==> config.mk <==
export PLATFORM = sky130hd
export DESIGN_NAME = tx_status_stack
export DESIGN_NICKNAME = d
export VERILOG_FILES = /design/src/rtl/tx_stat_pkg.sv /design/src/rtl/tx_stat_fifo.sv /design/src/rtl/tx_stat_event.sv /design/src/rtl/tx_status_stack.sv
export SDC_FILE = /design/constraint.sdc
export NUM_CORES = 1
export LEC_CHECK = 0
export BUFFER_PORTS_ARGS = -buffer_cell sky130_fd_sc_hd__buf_4
export CAP_MARGIN = 40
export CORE_UTILIZATION = 55
export DETAILED_ROUTE_END_ITERATION = 10
export PLACE_DENSITY_LB_ADDON = 0.15
export SLEW_MARGIN = 20
export SYNTH_ARGS = -nofsm -noshare
export SYNTH_HDL_FRONTEND = slang
export SYNTH_SLANG_ARGS = --single-unit
==> constraint.sdc <==
create_clock -name clk_i -period 2.5 [get_ports clk_i]
set_clock_uncertainty 0.1 [all_clocks]
set_input_delay 0.75 -clock clk_i [delete_from_list [all_inputs] [get_ports clk_i]]
set_output_delay 0.75 -clock clk_i [all_outputs]
set_load 0.01 [all_outputs]
==> src/rtl/tx_stat_pkg.sv <==
package tx_stat_pkg;
  localparam int STAT_W = 8;
  localparam int B_DONE = 7;
  localparam int B_IREQ = 6;
  localparam int B_JAB  = 5;
  localparam int B_UND  = 4;
  localparam int B_MCOL = 3;
  localparam int B_OVF  = 2;

  typedef logic [STAT_W-1:0] stat_t;

  function automatic stat_t pack_stat(input logic ireq, input logic jab,
                                      input logic und, input logic mcol);
    stat_t s;
    s         = '0;
    s[B_DONE] = 1'b1;
    s[B_IREQ] = ireq;
    s[B_JAB]  = jab;
    s[B_UND]  = und;
    s[B_MCOL] = mcol;
    return s;
  endfunction
endpackage

==> src/rtl/tx_stat_fifo.sv <==
module tx_stat_fifo
  import tx_stat_pkg::*;
#(
  parameter int DEPTH = 4
) (
  input  logic                          clk_i,
  input  logic                          rst_ni,
  input  logic                          clear_i,
  input  logic                          push_i,
  input  stat_t                         push_data_i,
  input  logic                          pop_i,
  output stat_t                         head_o,
  output logic [DEPTH-1:0][STAT_W-1:0]  ent_o,
  output logic [DEPTH-1:0]              occ_o,
  output logic                          full_o,
  output logic                          empty_o
);
  localparam int PTR_W = (DEPTH > 1) ? $clog2(DEPTH) : 1;
  localparam logic [PTR_W-1:0] LAST = PTR_W'(DEPTH - 1);

  logic [DEPTH-1:0][STAT_W-1:0] mem_q;
  logic [DEPTH-1:0]             occ_q;
  logic [PTR_W-1:0]             wr_q, rd_q, newest;
  logic                         pop_eff, push_ok, ovf_mark;

  function automatic logic [PTR_W-1:0] nxt(input logic [PTR_W-1:0] p);
    return (p == LAST) ? '0 : p + 1'b1;
  endfunction

  assign empty_o  = ~|occ_q;
  assign full_o   = &occ_q;
  assign pop_eff  = pop_i && !empty_o;
  assign push_ok  = push_i && (!full_o || pop_i);
  assign ovf_mark = push_i && full_o && !pop_i;
  assign newest   = (wr_q == '0) ? LAST : wr_q - 1'b1;

  always_ff @(posedge clk_i or negedge rst_ni) begin
    if (!rst_ni) begin
      mem_q <= '0;
      occ_q <= '0;
      wr_q  <= '0;
      rd_q  <= '0;
    end else if (clear_i) begin
      occ_q <= '0;
      wr_q  <= '0;
      rd_q  <= '0;
    end else begin
      if (pop_eff) begin
        occ_q[rd_q] <= 1'b0;
        rd_q        <= nxt(rd_q);
      end
      if (push_ok) begin
        mem_q[wr_q] <= push_data_i;
        occ_q[wr_q] <= 1'b1;
        wr_q        <= nxt(wr_q);
      end else if (ovf_mark) begin
        mem_q[newest][B_OVF] <= 1'b1;
      end
    end
  end

  assign head_o = empty_o ? '0 : mem_q[rd_q];
  assign ent_o  = mem_q;
  assign occ_o  = occ_q;

  assert_pop_shrinks_R3: assert property (@(posedge clk_i) disable iff (!rst_ni)
    (pop_i && !empty_o && !push_i && !clear_i)
      |=> ($countones(occ_o) == $countones($past(occ_o)) - 1));

  assert_full_drop_marks_R4: assert property (@(posedge clk_i) disable iff (!rst_ni)
    (push_i && full_o && !pop_i && !clear_i)
      |=> ($stable(occ_o) && mem_q[$past(newest)][B_OVF]));

  assert_head_layout_R1: assert property (@(posedge clk_i) disable iff (!rst_ni)
    !empty_o |-> (head_o[B_DONE] && head_o[1:0] == 2'b00));
endmodule

==> src/rtl/tx_stat_event.sv <==
module tx_stat_event
  import tx_stat_pkg::*;
#(
  parameter int DEPTH = 4
) (
  input  logic [DEPTH-1:0][STAT_W-1:0] ent_i,
  input  logic [DEPTH-1:0]             occ_i,
  output logic                         evt_o
);
  logic [DEPTH-1:0] hit;

  for (genvar g = 0; g < DEPTH; g++) begin : g_slot
    assign hit[g] = occ_i[g] & (ent_i[g][B_IREQ] | ent_i[g][B_JAB] |
                                ent_i[g][B_UND]  | ent_i[g][B_MCOL]);
  end

  assign evt_o = |hit;
endmodule

==> src/rtl/tx_status_stack.sv <==
module tx_status_stack
  import tx_stat_pkg::*;
#(
  parameter int DEPTH = 4
) (
  input  logic       clk_i,
  input  logic       rst_ni,
  input  logic       cpl_valid_i,
  input  logic [2:0] cpl_err_i,
  input  logic       cpl_intr_req_i,
  input  logic       stat_pop_i,
  input  logic       tx_reset_i,
  output logic [7:0] stat_byte_o,
  output logic       tx_done_evt_o,
  output logic       tx_reset_req_o
);
  logic                         rreq_q, accept, fatal;
  stat_t                        new_stat;
  logic [DEPTH-1:0][STAT_W-1:0] ent;
  logic [DEPTH-1:0]             occ;
  logic                         full, empty;

  assign accept   = cpl_valid_i && !rreq_q && !tx_reset_i;
  assign fatal    = cpl_err_i[2] | cpl_err_i[1];
  assign new_stat = pack_stat(cpl_intr_req_i, cpl_err_i[2], cpl_err_i[1], cpl_err_i[0]);

  always_ff @(posedge clk_i or negedge rst_ni) begin
    if (!rst_ni)                rreq_q <= 1'b0;
    else if (tx_reset_i)        rreq_q <= 1'b0;
    else if (accept && fatal)   rreq_q <= 1'b1;
  end

  tx_stat_fifo #(.DEPTH(DEPTH)) i_fifo (
    .clk_i       (clk_i),
    .rst_ni      (rst_ni),
    .clear_i     (tx_reset_i),
    .push_i      (accept),
    .push_data_i (new_stat),
    .pop_i       (stat_pop_i),
    .head_o      (stat_byte_o),
    .ent_o       (ent),
    .occ_o       (occ),
    .full_o      (full),
    .empty_o     (empty)
  );

  tx_stat_event #(.DEPTH(DEPTH)) i_event (
    .ent_i (ent),
    .occ_i (occ),
    .evt_o (tx_done_evt_o)
  );

  assign tx_reset_req_o = rreq_q;

  assert_reset_clears_R7: assert property (@(posedge clk_i) disable iff (!rst_ni)
    tx_reset_i |=> (!tx_reset_req_o && stat_byte_o == 8'h00 && !tx_done_evt_o));

  assert_fatal_sets_flag_R5: assert property (@(posedge clk_i) disable iff (!rst_ni)
    (cpl_valid_i && !tx_reset_req_o && !tx_reset_i && fatal) |=> tx_reset_req_o);

  assert_ignore_while_req_R6: assert property (@(posedge clk_i) disable iff (!rst_ni)
    (tx_reset_req_o && !tx_reset_i)
      |=> ($countones(occ) <= $countones($past(occ))));

  assert_evt_needs_entry_R8: assert property (@(posedge clk_i) disable iff (!rst_ni)
    tx_done_evt_o |-> !empty);

  assert_flag_holds_R5: assert property (@(posedge clk_i) disable iff (!rst_ni)
    (tx_reset_req_o && !tx_reset_i) |=> tx_reset_req_o);

  logic unused_full;
  assign unused_full = full;
endmodule

Word level (Yosys, flattened, before mapping)

Index checks and enable logic that the tools add are counted.

Flip-flop bits (word level): 41
Input bits: 9
Output and inout port bits: 10

Add/subtract/negate cells: 3
$lt $le $gt $ge: 6
Equal/unequal tests: 2
Muxes and demuxes: 27
Bitwise operators: 22
Reductions and logical operators: 24

Operators by type and width:

| cell                                                                                | number |
|---|---|
| 32-bit 2-to-1 mux                                                                   | 2 |
| 32-bit bitwise mux                                                                  | 1 |
| 8-bit demux with 2-bit select                                                       | 2 |
| 32-bit OR                                                                           | 1 |
| 8-bit 2-to-1 mux                                                                    | 3 |
| 8-bit binary-select mux with 2-bit select                                           | 1 |
| 4-bit 2-to-1 mux                                                                    | 4 |
| 2-bit 2-to-1 mux                                                                    | 7 |
| 1-bit OR                                                                            | 13 |
| 1-bit logical AND                                                                   | 10 |
| 2-bit by 3-bit < comparator with 1-bit output, second input constant                | 3 |
| 2-bit nonzero test                                                                  | 4 |
| 4-bit OR reduction                                                                  | 2 |
| 2-bit by 1-bit greater-or-equal comparator with 1-bit output, second input constant | 3 |
| 2-bit by 1-bit adder with 2-bit output, second input constant                       | 2 |
| 1-bit bitwise AND                                                                   | 4 |
| 4-bit bitwise AND                                                                   | 1 |
| 1-bit demux with 2-bit select                                                       | 2 |
| 2-bit equality test, second input constant                                          | 2 |
| 1-bit zero test                                                                     | 4 |
| 1-bit 2-to-1 mux                                                                    | 4 |
| 4-bit inverter                                                                      | 1 |
| 4-bit OR                                                                            | 1 |
| 4-bit AND reduction                                                                 | 1 |
| 6 further kinds                                                                     | 6 |

Logic depth before layout (Yosys ltp)

Depth after elaboration: 11
Depth in mapped cells: 6
Depth with buffers taken out: 5

Hierarchy

From an unflattened synthesis, not the netlist that was laid out.

Cells, all modules: 170
Area, all modules: 2180.8 um2

Modules (own cells, without submodules):

| module          | times used | cells an instance | area an instance (um2) | sequential area each (um2) |
|---|---|---|---|---|
| tx_stat_fifo    | 1          | 158               | 2085.8                 | 1001.0 |
| tx_status_stack | 1          | 7                 | 53.8                   | 25.0 |
| tx_stat_event   | 1          | 5                 | 41.3                   | 0.0 |

Least setup slack after synthesis

No wires, ideal clock.

Path kind: register to output
Start point: register i_fifo.rd_q[0]
End point: output stat_byte_o[3]
Arrival: 1.246 ns
Setup slack: 0.404 ns
Stages on the path, launching flop included: 4
Cell sequence: dfrtp_1 -> buf_2 -> mux4_2 -> nor2b_1

Cells in the longest elaborated chain, start to end: 3

RTL lines:

| element                                   | line                  | text |
|---|---|---|
| start: declaration                        | tx_stat_fifo.sv:23    | `logic [PTR_W-1:0] wr_q, rd_q, newest;` |
| start signal: assignment                  | tx_stat_fifo.sv:50    | `rd_q <= nxt(rd_q);` |
| 8-bit binary-select mux with 2-bit select | tx_stat_fifo.sv:62    | `assign head_o = empty_o ? '0 : mem_q[rd_q];` |
| 8-bit 2-to-1 mux (not written as such)    | tx_stat_fifo.sv:62    |  |
| 8-bit 2-to-1 mux                          | tx_stat_fifo.sv:62    |  |
| end: declaration                          | tx_status_stack.sv:13 | `output logic [7:0] stat_byte_o,` |

Every way passes these cells. The select of a mux whose other input is x is not followed.

Worst setup path after layout

Start point: register i_fifo.rd_q[0]
End point: output stat_byte_o[5]

The elaborated chain is that of the path after synthesis.

==> metrics.md <==
| Metric | Value |
|---|---|
| Total GRT Usage | 24.2% |
| Die H | 59.4 um |
| Die ar. | 0.00353 mm2 |
| Min Tclk post-route | 2.49 ns |
| DP Cell Count | 202 |
| Most frequent cells after synthesis | dfrtp_1, mux2_2, nand2_1, ha_1, a21oi_1 |
| Post-synthesis sequential area ratio | 45.5% |
| CP Launch Type | flip-flop |
| Top cell type's share of synthesized area | 45.5% |
| RePlAce Congestion | 0.822 |
| Count of input and output buffers | 16 |
| Slew HR | 65.2% |
| Detail-routed via count per cell | 5.72 |
| Kind of critical path | flip-flop to output pin |
| Crit-path cells | mux4_2 -> nor2b_1 -> buf_4 |
| Initial antenna violation count | 0 |
| DR WL/cell | 17.0 um |
| Worst EP required | 1.65 ns |
| Number of synthesized flops with an enable pin | 0 |
| CP arrival | 1.64 ns |
| Layout cells sized above 1 | 39.4% |
| Via count | 1195 |
| Flops & latches, synth | 33 |
| R2r worst-path depth | 5 |
| Final setup violation count | 0 |
| Num rows | 20 |
| CTS hold repair buffers | 0 |
| # IOs | 19 |
| Vias in the first global route | 1218 |
| CP Max Fanout | 7 |
| Final total power | 0.00131 W |
| Fmax | 0.402 GHz |
| Area after DPL | 0.00197 mm2 |
| Hold Fails Final Rpt | 0 |
| R2R Setup Slk | 0.61 ns |
| Initial drt markers | 47 |
| Design area | 0.00204 mm2 |
| Max Root-Sink Buffers | 2 |
| PD cells | 639 mW/mm2 |
| Ant. Diodes | 0 |
| First-pass GRT wire length | 6.02 mm |
| Syn Area/Cell | 12.5 um2 |
| Status | finished clean |
| Ys async rst share | 100% |
| CTS root buf | clkbuf_4 |
| Hold WS | 0.240 ns |
| Slowest-stage cell, CP | mux4_2 |
| Max-cap violation count | 0 |
| Synthesized cell area | 0.00181 mm2 |
| Setup crit start | i_fifo.rd_q[0]$_DFFE_PN0P_ |
| Final setup TNS | 0 ns |
| Period utilisation layout | 99.5% |
| Peak VDD IR | 0.318 mV |
| Crit path to | stat_byte_o[5] |
| CTS tree | yes |
| Sinks on Clock Net | 33 |
| Synth Flop Type | dfrtp_1 |
| NumNets Final | 186 |
| Netlist cell types | 30 |
| Pre-antenna DRT Iters | 4 |
| Clock Latency Late Sink | 0.33 ns |
| R2R Path End | i_fifo.ent_o[4]$_DFFE_PN0P_ |
| Cells after Synth | 145 |
| Top-count cell post-synth | dfrtp_1 |
| Yosys warnings | 0 |
| Crit path largest cell delay | 0.52 ns |
| Crit. End Element | output pin |
| DP HPWL | 2.61 mm |
| RSZ-0062 raised after global routing | true |
| Top post-synthesis cells by area | dfrtp_1, mux2_2, ha_1, mux4_2, a21oi_4 |
| Largest net degree at the start of global routing | 34 |
| Post-synth top area cell | dfrtp_1 |
| FF-to-FF Start | i_fifo.wr_q[0]$_DFFE_PN0P_ |
| Worst slew pin tran | 0.515 ns |
| P&R area growth vs syn | 12.7% |
| GRT overflow | 0 |
| Core ar. | 0.00310 mm2 |
| Worst Hold Class | primary input to async pin |
| Final ANT Viol Nets | 0 |
| Htree depth | 2 |
| Fin cells | 209 |
| Leakage | 0.899 nW |
| TritonCTS Buffers | 5 |
| Die extent in x | 59.4 um |
| Clk slew on worst S/H paths | 0.10 ns |
| Pins Over Slew Limit | 0 |
| Final wirelength | 3.55 mm |
| Initial Util | 58.5% |
| Number of remaining DRC errors | 0 |
-- through the flow --
stage / util (%) / worst slack [ns]
6_report: 65.9 / 0.0137
5_1_grt: 65.9 / -0.0643
4_1_cts: 65.5 / -0.00831
3_5_place_dp: 63.5 / 0.144
3_3_place_gp: 63.5 / 0.180
2_1_floorplan: - / 0.404
-- worst max-delay path: cells and delay by family (launching register included) --
family,cells,cell delay [ns]
buffers and inverters,1,0.14
and+or+nand+nor,1,0.14
DFF,1,0.51
muxes,1,0.52
-- final cells by class --
cell class,count,area [um2]
flip-flops and latches,33,827
multi-input cells,99,936
repair buffers,20,158
fillers,259,1060
inverters,7,26.3
well taps,44,55.1
clock buffers,5,37.5
clock inverters,1,5.00
-- how the worst min path moves through the flow --
stage | from | endpoint
after floorplan | i_fifo.ent_o[15]$_DFFE_PN0P_ | i_fifo.ent_o[15]$_DFFE_PN0P_
after global placement | i_fifo.ent_o[7]$_DFFE_PN0P_ | i_fifo.ent_o[7]$_DFFE_PN0P_
after detailed placement | i_fifo.ent_o[7]$_DFFE_PN0P_ | i_fifo.ent_o[7]$_DFFE_PN0P_
after CTS | rst_ni | i_fifo.ent_o[6]$_DFFE_PN0P_
after global routing | rst_ni | i_fifo.ent_o[7]$_DFFE_PN0P_
final | rst_ni | i_fifo.ent_o[6]$_DFFE_PN0P_
-- routing by layer --
metal  global-route usage, %  vias to the layer above  part of all wire (%)
met1                    33.6                      602                    49
met2                    37.2                       29                    46
met4                    7.82                        0                   1.3
met5                       0                        -                     0
met3                    5.90                        5                   3.7
li1                        -                      559                     -
-- where the power goes --
part           switching [W]  internal (W)
logic               0.000108      0.000184
clock network       0.000169     0.0000975
registers           0.000102      0.000647
total               0.000378      0.000928
-- repair_timing --
action | 4_1_cts | 5_1_grt
setup buffers | 1 | 0
resized for setup | 4 | 3
endpoints found under the setup margin | 6 | 6
-- cell families (layout without fill, tap and decap cells) --
| kind of cell | after synthesis | in the layout | share of synthesized area [%] |
|---|---|---|---|
| buffers and inverters | 14 | 33 | 3.93 |
| muxes | 25 | 25 | 19.2 |
| and+or+nand+nor | 35 | 35 | 11.9 |
| DFF | 33 | 33 | 45.5 |
| AOI/OAI and AO/OA | 26 | 26 | 11.7 |
| adders and majority gates | 11 | 11 | 7.59 |
| other | 1 | 2 | 0.207 |
-- placed cells by master (no fill, tap or decap), types with 4 or more instances in the layout --
master and count:
clkbuf_4 5, nand4bb_1 4, a21oi_1 8, nor2_1 4, nand2_1 12, mux4_2 6
nor2b_1 4, dfrtp_1 32, o41ai_1 5, inv_1 7, o21ai_0 4, a21oi_4 4
mux2_2 18, buf_4 18, ha_1 11
-- flip-flops by register name, summed over array words and instances (netlist names) --
signal / count
i_fifo.ent_o: 24
i_fifo.occ_o: 4
i_fifo.rd_q: 2
i_fifo.wr_q: 2
tx_reset_req_o: 1
Note: power is estimated with default switching activity, not from simulation.
